===== config.mk =====
export PLATFORM = sky130hd
export DESIGN_NAME = insn_ctrl_decode
export DESIGN_NICKNAME = d
export VERILOG_FILES = /design/src/rtl/icd_pkg.sv /design/src/rtl/icd_fields.sv /design/src/rtl/icd_main.sv /design/src/rtl/icd_alu_sel.sv /design/src/rtl/insn_ctrl_decode.sv
export SDC_FILE = /design/constraint.sdc
export NUM_CORES = 1
export LEC_CHECK = 0
export ABC_CLOCK_PERIOD_IN_PS = 2980
export BUFFER_PORTS_ARGS = -buffer_cell sky130_fd_sc_hd__buf_2
export CORE_UTILIZATION = 36
export DETAILED_ROUTE_END_ITERATION = 7
export PLACE_DENSITY_LB_ADDON = 0.08
export SLEW_MARGIN = 20
export SYNTH_ARGS = -nofsm -noshare
export SYNTH_HDL_FRONTEND = slang
export SYNTH_SLANG_ARGS = --single-unit

===== constraint.sdc =====
create_clock -name vclk -period 2.98
set_input_delay 0.596 -clock vclk [all_inputs]
set_output_delay 0.596 -clock vclk [all_outputs]
set_load 0.02 [all_outputs]

===== src/rtl/icd_pkg.sv =====
package icd_pkg;
  localparam int unsigned WORD_W  = 16;
  localparam int unsigned OP_W    = 4;
  localparam int unsigned REG_W   = 3;
  localparam int unsigned FN_W    = 3;
  localparam int unsigned IMM_S_W = 6;
  localparam int unsigned IMM_L_W = 12;
  localparam int unsigned ALU_W   = 4;
  localparam int unsigned DST_W   = 2;

  typedef enum logic [ALU_W-1:0] {
    ALU_OR  = 4'd0, ALU_AND = 4'd1, ALU_NOR = 4'd2, ALU_XOR = 4'd3,
    ALU_ADD = 4'd4, ALU_SUB = 4'd5, ALU_SLT = 4'd6, ALU_SLL = 4'd7,
    ALU_SRL = 4'd8, ALU_SRA = 4'd9
  } alu_op_e;

  typedef enum logic [DST_W-1:0] {
    DST_RD = 2'd0, DST_RT = 2'd1, DST_LINK = 2'd2
  } dst_sel_e;

  typedef enum logic [OP_W-1:0] {
    OP_REG  = 4'd0,  OP_SRAI = 4'd1,  OP_LOAD = 4'd2,  OP_STORE = 4'd3,
    OP_BEQ  = 4'd4,  OP_BNE  = 4'd5,  OP_JMP  = 4'd6,  OP_JLINK = 4'd7,
    OP_ORI  = 4'd8,  OP_ANDI = 4'd9,  OP_SLLI = 4'd10, OP_SRLI  = 4'd11,
    OP_ADDI = 4'd12, OP_SUBI = 4'd13, OP_SLTI = 4'd14, OP_NONE  = 4'd15
  } opcode_e;

  localparam logic [FN_W-1:0] FN_JREG = 3'b111;

  typedef struct packed {
    logic     reg_wr;
    dst_sel_e dst_sel;
    logic     alu_src;
    logic     mem_wr;
    logic     mem_to_reg;
    logic     br_eq;
    logic     br_ne;
    logic     jmp;
    logic     jal;
    logic     jr;
  } ctl_t;
endpackage


===== src/rtl/icd_fields.sv =====
module icd_fields #(
  parameter int unsigned WORD_W  = 16,
  parameter int unsigned OP_W    = 4,
  parameter int unsigned REG_W   = 3,
  parameter int unsigned FN_W    = 3,
  parameter int unsigned IMM_S_W = 6,
  parameter int unsigned IMM_L_W = 12
) (
  input  logic [WORD_W-1:0]  word,
  output logic [OP_W-1:0]    op,
  output logic [REG_W-1:0]   rs,
  output logic [REG_W-1:0]   rt,
  output logic [REG_W-1:0]   rd,
  output logic [FN_W-1:0]    fn,
  output logic [IMM_S_W-1:0] imm_s,
  output logic [IMM_L_W-1:0] imm_l,
  output logic [WORD_W-1:0]  imm_sx
);
  localparam int unsigned RS_LO  = WORD_W - OP_W - REG_W;
  localparam int unsigned RT_LO  = RS_LO - REG_W;
  localparam int unsigned RD_LO  = RT_LO - REG_W;
  localparam int unsigned EXT_W  = WORD_W - IMM_S_W;

  assign op     = word[WORD_W-1 -: OP_W];
  assign rs     = word[RS_LO +: REG_W];
  assign rt     = word[RT_LO +: REG_W];
  assign rd     = word[RD_LO +: REG_W];
  assign fn     = word[FN_W-1:0];
  assign imm_s  = word[IMM_S_W-1:0];
  assign imm_l  = word[IMM_L_W-1:0];
  assign imm_sx = {{EXT_W{imm_s[IMM_S_W-1]}}, imm_s};
endmodule


===== src/rtl/icd_main.sv =====
module icd_main
  import icd_pkg::*;
(
  input  logic [OP_W-1:0] op,
  input  logic [FN_W-1:0] fn,
  output ctl_t            ctl
);
  opcode_e opc;
  assign opc = opcode_e'(op);

  always_comb begin
    ctl = '0;
    unique case (opc)
      OP_REG: begin
        if (fn == FN_JREG) begin
          ctl.jr = 1'b1;
        end else begin
          ctl.reg_wr  = 1'b1;
          ctl.dst_sel = DST_RD;
        end
      end
      OP_ORI, OP_ANDI, OP_SLLI, OP_SRLI,
      OP_ADDI, OP_SUBI, OP_SLTI, OP_SRAI: begin
        ctl.reg_wr  = 1'b1;
        ctl.dst_sel = DST_RT;
        ctl.alu_src = 1'b1;
      end
      OP_LOAD: begin
        ctl.reg_wr     = 1'b1;
        ctl.dst_sel    = DST_RT;
        ctl.alu_src    = 1'b1;
        ctl.mem_to_reg = 1'b1;
      end
      OP_STORE: begin
        ctl.mem_wr  = 1'b1;
        ctl.alu_src = 1'b1;
      end
      OP_BEQ:   ctl.br_eq = 1'b1;
      OP_BNE:   ctl.br_ne = 1'b1;
      OP_JMP:   ctl.jmp   = 1'b1;
      OP_JLINK: begin
        ctl.jmp     = 1'b1;
        ctl.jal     = 1'b1;
        ctl.reg_wr  = 1'b1;
        ctl.dst_sel = DST_LINK;
      end
      default: ctl = '0;
    endcase
  end
endmodule


===== src/rtl/icd_alu_sel.sv =====
module icd_alu_sel
  import icd_pkg::*;
(
  input  logic [OP_W-1:0] op,
  input  logic [FN_W-1:0] fn,
  output alu_op_e         alu_op
);
  opcode_e opc;
  assign opc = opcode_e'(op);

  always_comb begin
    alu_op = ALU_ADD;
    case (opc)
      OP_REG:           alu_op = (fn == FN_JREG) ? ALU_ADD : alu_op_e'({1'b0, fn});
      OP_ORI:           alu_op = ALU_OR;
      OP_ANDI:          alu_op = ALU_AND;
      OP_SLLI:          alu_op = ALU_SLL;
      OP_SRLI:          alu_op = ALU_SRL;
      OP_SRAI:          alu_op = ALU_SRA;
      OP_ADDI:          alu_op = ALU_ADD;
      OP_SUBI:          alu_op = ALU_SUB;
      OP_SLTI:          alu_op = ALU_SLT;
      OP_BEQ, OP_BNE:   alu_op = ALU_SUB;
      default:          alu_op = ALU_ADD;
    endcase
  end
endmodule


===== src/rtl/insn_ctrl_decode.sv =====
module insn_ctrl_decode
  import icd_pkg::*;
(
  input  logic [15:0] instr,
  output logic [3:0]  op,
  output logic [2:0]  rs,
  output logic [2:0]  rt,
  output logic [2:0]  rd,
  output logic [2:0]  fn,
  output logic [5:0]  imm6,
  output logic [11:0] imm12,
  output logic [15:0] imm_ext,
  output logic        reg_wr,
  output logic [1:0]  dst_sel,
  output logic        alu_src,
  output logic [3:0]  alu_op,
  output logic        mem_wr,
  output logic        mem_to_reg,
  output logic        br_eq,
  output logic        br_ne,
  output logic        jmp,
  output logic        jal,
  output logic        jr
);
  ctl_t    ctl;
  alu_op_e alu_code;

  icd_fields #(
    .WORD_W(WORD_W), .OP_W(OP_W), .REG_W(REG_W), .FN_W(FN_W),
    .IMM_S_W(IMM_S_W), .IMM_L_W(IMM_L_W)
  ) u_fields (
    .word(instr), .op(op), .rs(rs), .rt(rt), .rd(rd), .fn(fn),
    .imm_s(imm6), .imm_l(imm12), .imm_sx(imm_ext)
  );

  icd_main u_main (.op(op), .fn(fn), .ctl(ctl));

  icd_alu_sel u_alu (.op(op), .fn(fn), .alu_op(alu_code));

  assign reg_wr     = ctl.reg_wr;
  assign dst_sel    = ctl.dst_sel;
  assign alu_src    = ctl.alu_src;
  assign alu_op     = alu_code;
  assign mem_wr     = ctl.mem_wr;
  assign mem_to_reg = ctl.mem_to_reg;
  assign br_eq      = ctl.br_eq;
  assign br_ne      = ctl.br_ne;
  assign jmp        = ctl.jmp;
  assign jal        = ctl.jal;
  assign jr         = ctl.jr;
endmodule


Word-level counts from Yosys, hierarchy flattened:

Index checks and enable logic that the tools add are counted.

* memory bits (writable): 0
* output and inout bits: 65
* bits in latches: 0
* memories kept: 0
* bits in read-only memories: 0
* bits of input ports: 16
* register bits after elaboration: 0
* logic and storage cells: 33

* $mul: 0
* multiplexer cells: 13
* order comparisons: 0
* shift operators: 0
* bitwise logic cells: 0
* divide/modulo/power cells: 0
* equality and inequality tests: 15
* reduce and logical (&&, ||, !) cells: 5
* add/sub/neg operators: 0

Operators with widths (count)
* 4-bit case mux with 8 select lines: 1
* 4-bit == test, second input constant: 7
* 4-bit by 3-bit == test with 1-bit output, second input constant: 4
* 10-bit OR reduction: 1
* 1-bit two-way mux: 9
* 3-bit case mux with 3 select lines: 1
* 9-bit OR reduction: 1
* 4-bit by 2-bit == test with 1-bit output, second input constant: 2
* 3-bit two-way mux: 2
* 4-bit by 1-bit == test with 1-bit output, second input constant: 1
* 4-bit zero test: 1
* 3-bit == test, second input constant: 1
* 3-bit OR reduction: 1
* 2-bit OR reduction: 1

Depth between registers and ports, before layout:

Gate-level depths: netlist (run 1).

* depth in word-level cells: 3
* mapped depth: 4
* mapped depth without buffers: 3

Cells and area by module:

Synthesis (run 1) repeated with hierarchy kept, for this count alone.

* cell total of the unflattened synthesis: 91
* area total of the unflattened synthesis: 613.1 um2

Modules (own cells, without submodules)
* icd_fields: times used 1, area each 375.4 um2, cells each 50, seq. area each 0.0 um2
* icd_main: times used 1, area each 140.1 um2, cells each 24, seq. area each 0.0 um2
* icd_alu_sel: times used 1, area each 97.6 um2, cells each 17, seq. area each 0.0 um2

Worst setup path after synthesis (run 1):

Ideal clock, no wire load.

* kind: input to output
* from: input instr[13]
* to: output jr
* arrival: 1.524 ns
* slack: 0.860 ns
* cell stages on the path: 3
* buffers on the path: 1
* required time: 2.384 ns
* cells stage by stage: clkbuf_1 -> or2_1 -> nor3_1

* word-level cells in the longest chain between the ends: 2

Ends and longest elaborated chain
* start, declared: line insn_ctrl_decode.sv:4 `input logic [15:0] instr,`
* 4-bit zero test: line icd_main.sv:13 `unique case (opc)`
* 1-bit two-way mux: line icd_main.sv:13
* end, declared: line insn_ctrl_decode.sv:23 `output logic jr`

No other way between the ends.

Worst setup path in the final report (run 1):

* from: input instr[13]
* to: output reg_wr

* word-level cells in the longest chain between the ends: 3
* elaborated cells between the ends (all ways): 13
* classes of those cells: eq/ne (10); mux (1); reduce/logical (2)

Ends and longest elaborated chain
* 4-bit == test (tied with other cells): line icd_main.sv:13
* 9-bit OR reduction (no source line)
* 3-bit case mux with 3 select lines (*): line icd_main.sv:13
* end, declared: line insn_ctrl_decode.sv:13 `output logic reg_wr,`

Every way passes the cells marked *; elsewhere a longest branch is shown, timed or not.

==> qor.yml, run 1 <==
port_buffers: 38
instances_no_fill: 94
grt_pass1_vias: 312
clockPowerShare: 0
synthMuxAreaShare: 0
drv_slew: 0
max-slew-margin-rel: 0.799
gp_congestion: 0.778
syn_to_final_growth_pct: -30.1
synth_simple_gate_area_share: 0.269
hp-class: "input pin to primary output"
postCtsResizedCells: 0
power.density_nw_per_um2: 193
coreArea_um2: 1540
synth_fa_ha_area_frac: 0
vias_per_cell: 4.37
drc: 0
wl_per_cell_um: 10.8
run_status: "finished, final reports clean"
gr-total-overflow: 0
yosys-top-cells-area: "buf_4 61%, nor2_1 4.9%, nand2_1 3.7%"
ios: 81
startpoint_type: "input pin"
die_x_um: 43.3
nets: 96
start_util: 0.399
synth_warnings: 0
wirelength_um: 1010
critPathCaptureType: "primary output"
worstSetupPathType: "input pin to primary output"
rsz0062_at_grt: "false"
dp_cells: 94
regArea_um2: 0
p_leak_nw: 0.245
synthCells: 93
first_pass_iters: 2
p_int_w: 0.0000273
post_cts_buffers: 0
yosysTopAreaCellShare: 0.611
synth_compound_area_frac: 0.0672
grt_pass1_wl_um: 1410
drt_iter0_drc: 2
setup_viol: 0
die_h_um: 43.3
rows: 14
vias: 411
finalHoldViolCount: 0
peakVddDrop_mv: 0.0588
fin_crit_sh: 0.736
drv_cap: 0
synth_nets: 109
cp_data_required_time_ns: 2.38
max_freq_mhz: 456
tns_ns: 0
worst_pin_slew_ns: 0.299
p_sw_frac: 0.671
ys_top_cells_by_count: "50 x buf_4, 8 x nor2_1, 6 x nand2_1, 4 x a21oi_1, 4 x nor3_1"
net-switching-power_w: 0.0000556
synthDistinctLibCells: 24
synth_seq_area_share: 0
p_comb_frac: 1.000
antenna_left: 0
synth_xor_area_frac: 0.0143
synth_top_family_by_area: "buffers and inverters"
grt_usage: 0.0918
dpl.hpwl_um: 810
synth_largest_area_cell: "buf_4"
finalCriticalPeriod_ns: 2.19
die_area_um2: 1880
antenna_found_initial: 0
drive_gt1_frac: 0.513
synth_most_common_cell: "buf_4"
antennaDiodeCount: 0
synth.avg_cell_area_um2: 6.61
grt_max_degree: 15
pwr-share-seq: 0
flops_and_latches: 0
nClkBuffers: 0
cts_hold_buf: 0
syn_area_um2: 614
worstPathArrival_ns: 1.60
cp_max_fo: 12
-- placed cells by master (no fill, tap or decap), drive strengths merged, types with 2 or more instances in the layout --
| master | n |
|---|---|
| buf | 38 |
| nor2 | 8 |
| nand2 | 7 |
| nor3 | 4 |
| a21oi | 4 |
| and2 | 2 |
| nand2b | 2 |
| nor2b | 2 |
-- logic make-up (layout without fill, tap and decap cells) --
group                     count (synthesis)  in the layout
AOI/OAI and AO/OA                         7              7
xor gates and xnor gates                  1              1
buffers and inverters                    54             39
and+or+nand+nor                          31             31
-- routing by layer --
layer | vias to the layer above | global-route usage | part of all wire
li1 | 216 | - | -
met1 | 173 | 0.129 | 0.43
met2 | 22 | 0.152 | 0.46
met3 | 0 | 0.00851 | 0.11
met4 | 0 | 0.0182 | 0
met5 | - | 0 | 0
-- power by group through the flow --
| stage | Combinational (W) | Clock [W] | Sequential [W] |
|---|---|---|---|
| 2_1_floorplan | 0.000135 | 0 | 0 |
| 3_3_place_gp | 0.0000841 | 0 | 0 |
| 3_5_place_dp | 0.0000837 | 0 | 0 |
| 4_1_cts | 0.0000838 | 0 | 0 |
| 5_1_grt | 0.0000897 | 0 | 0 |
| 6_report | 0.0000829 | 0 | 0 |
-- metrics by stage --
step	instance area [um^2]	hold slack, ns	power (W)	utilization	setup slack [ns]
floorplan	614	1.27	0.000135	-	0.860
global placement	429	1.19	0.0000841	0.278	0.789
detailed placement	429	1.19	0.0000837	0.278	0.778
CTS	429	1.19	0.0000838	0.278	0.778
global route	429	1.19	0.0000897	0.278	0.721
finish	429	1.19	0.0000829	0.278	0.787
-- worst max-delay path, cell delays in order --
cell and delay, ns:
buf_2 0.20, nand2_2 0.12, or3_1 0.35, and3_1 0.18
buf_2 0.15
-- path summary, 6_finish.rpt --
path,startpoint,endpoint,cells past startpoint
max,instr[13],reg_wr,5
min,instr[9],imm12[9],0
-- final cells by class --
cell class,instances,area (um^2)
multi-input combinational,39,215
inverter,1,3.75
fill,179,1110
timing repair buffer,38,190
tap,16,20.0
(Power assumes the default switching activity.)
==> inputs of run 2 (changes only) <==
ABC_CLOCK_PERIOD_IN_PS = 2250   (was 2980)
CORE_UTILIZATION = 33   (was 36)
clock period = 2.25 ns   (was 2.98 ns; I/O delays follow)
==> run 2 against run 1 <==
  * Die area is 8.7% higher
  * Critical endpoint unchanged
  * Utilization is 2.3 points lower
  * Critical path type unchanged
  * Combinational power is 31% higher
  * Largest cell class unchanged
  * Critical path depth stayed put
  * Largest power group unchanged
  * Cell area is 2.6% higher
  * Total power is 32% higher
  * Highest routed layer is now met4
  * Via count is 8.3% higher
==> qor.yml, run 2 (synthesis gave the netlist of run 1 again) <==
grt_pass1_vias: 361  # +16%
drive_gt1_frac: 0.513  # unchanged
grt_pass1_wl_um: 1530  # +8.8%
place_ws_ns: 0.345  # -0.433 ns
drt_iter0_drc: 1  # -1
grt_max_degree: 15  # unchanged
max-slew-margin-rel: 0.810  # +0.0112
postCtsResizedCells: 0  # unchanged
final_cell_mix: "38 x buf_2, 8 x nor2_1, 6 x nand2_1"
antennaDiodeCount: 0  # unchanged
setup_viol: 0  # unchanged
setup_ws_ns: 0.348  # -0.439 ns
startpoint_type: "input pin"
fin_crit_sh: 0.845
finalHoldViolCount: 0  # unchanged
rsz0062_at_grt: "false"
p_leak_nw: 0.245  # unchanged
ios: 81  # unchanged
rows: 15  # +1
die_x_um: 45.1  # +4.2%
grt_usage: 0.0955  # +0.00363
worstSetupPathType: "input pin to primary output"
critPathCaptureType: "primary output"
port_buffers: 38  # unchanged
finalCriticalPeriod_ns: 1.90
vias_per_cell: 4.32  # -1.2%
die_h_um: 45.1  # +4.2%
run_status: "finished, final reports clean"
drc: 0  # unchanged
nClkBuffers: 0  # unchanged
tns_ns: 0  # unchanged
nets: 96  # unchanged
wl_per_cell_um: 9.78  # -9.3%
drv_cap: 0  # unchanged
power.density_nw_per_um2: 248  # +29%
post_cts_buffers: 0  # unchanged
die_area_um2: 2040  # +8.7%
cp_max_fo: 12  # unchanged
antenna_found_initial: 0  # unchanged
cp_data_required_time_ns: 1.80  # -0.58 ns
gr-total-overflow: 0  # unchanged
hp-class: "input pin to primary output"
drv_slew: 0  # unchanged
start_util: 0.356  # -0.0427
worst_pin_slew_ns: 0.283  # -0.0166 ns
flops_and_latches: 0  # unchanged
coreArea_um2: 1730  # +12%
peakVddDrop_mv: 0.0655  # +11%
vias: 445  # +8.3%
regArea_um2: 0  # unchanged
dpl.hpwl_um: 823  # +1.6%
syn_to_final_growth_pct: -28.3
max_freq_mhz: 526
antenna_left: 0  # unchanged
gp_congestion: 0.741  # -4.8%
wirelength_um: 1010  # -0.59%
final_common_cell: "buf_2"
cts_hold_buf: 0  # unchanged
worstPathArrival_ns: 1.45  # -0.15 ns
first_pass_iters: 2  # unchanged
-- run 2: cell counts in the layout (fill, tap and decap cells not counted) --
No cell type changed its count.
-- run 2: worst paths after layout --
kind | depth (start not counted) | from | end
hold / removal | 0 | instr[10] | imm12[10]
setup / recovery | 5 | instr[13] | reg_wr
-- run 2: metrics by stage --
step	hold WS (ns)	area, um^2	instances	total power [W]	util
detailed placement	0.900	440	103	0.000111	0.255
floorplan	0.977	614	93	0.000179	-
global placement	0.900	440	103	0.000112	0.255
CTS	0.900	440	103	0.000111	0.255
global route	0.900	440	103	0.000121	0.255
finish	0.900	440	103	0.000109	0.255
-- run 2: final cells by class --
cell class,instances,area [um^2]
tap,25,31.3
fill,210,1290
inverter,1,3.75
multi-input combinational,39,215
timing repair buffer,38,190
-- run 2: report_power, final --
part | total, W | switching [W] | internal [W] | leakage [nW]
clock | 0 | 0 | 0 | 0
sequential | 0 | 0 | 0 | 0
combinational | 0.000109 | 0.0000732 | 0.0000361 | 0.245
-- run 2: metal layers --
| metal | track usage | vias to the layer above | share of wire |
|---|---|---|---|
| met5 | 0 | - | 0 |
| met4 | 0.0303 | 0 | 0.0089 |
| met3 | 0.0120 | 6 | 0.12 |
| met2 | 0.159 | 25 | 0.47 |
| met1 | 0.126 | 198 | 0.40 |
| li1 | - | 216 | - |
-- run 2: worst max-delay path, stage by stage --
cell	delay, ns
buf_2	0.19
nand2_2	0.13
or3_1	0.35
and3_1	0.18
buf_2	0.15
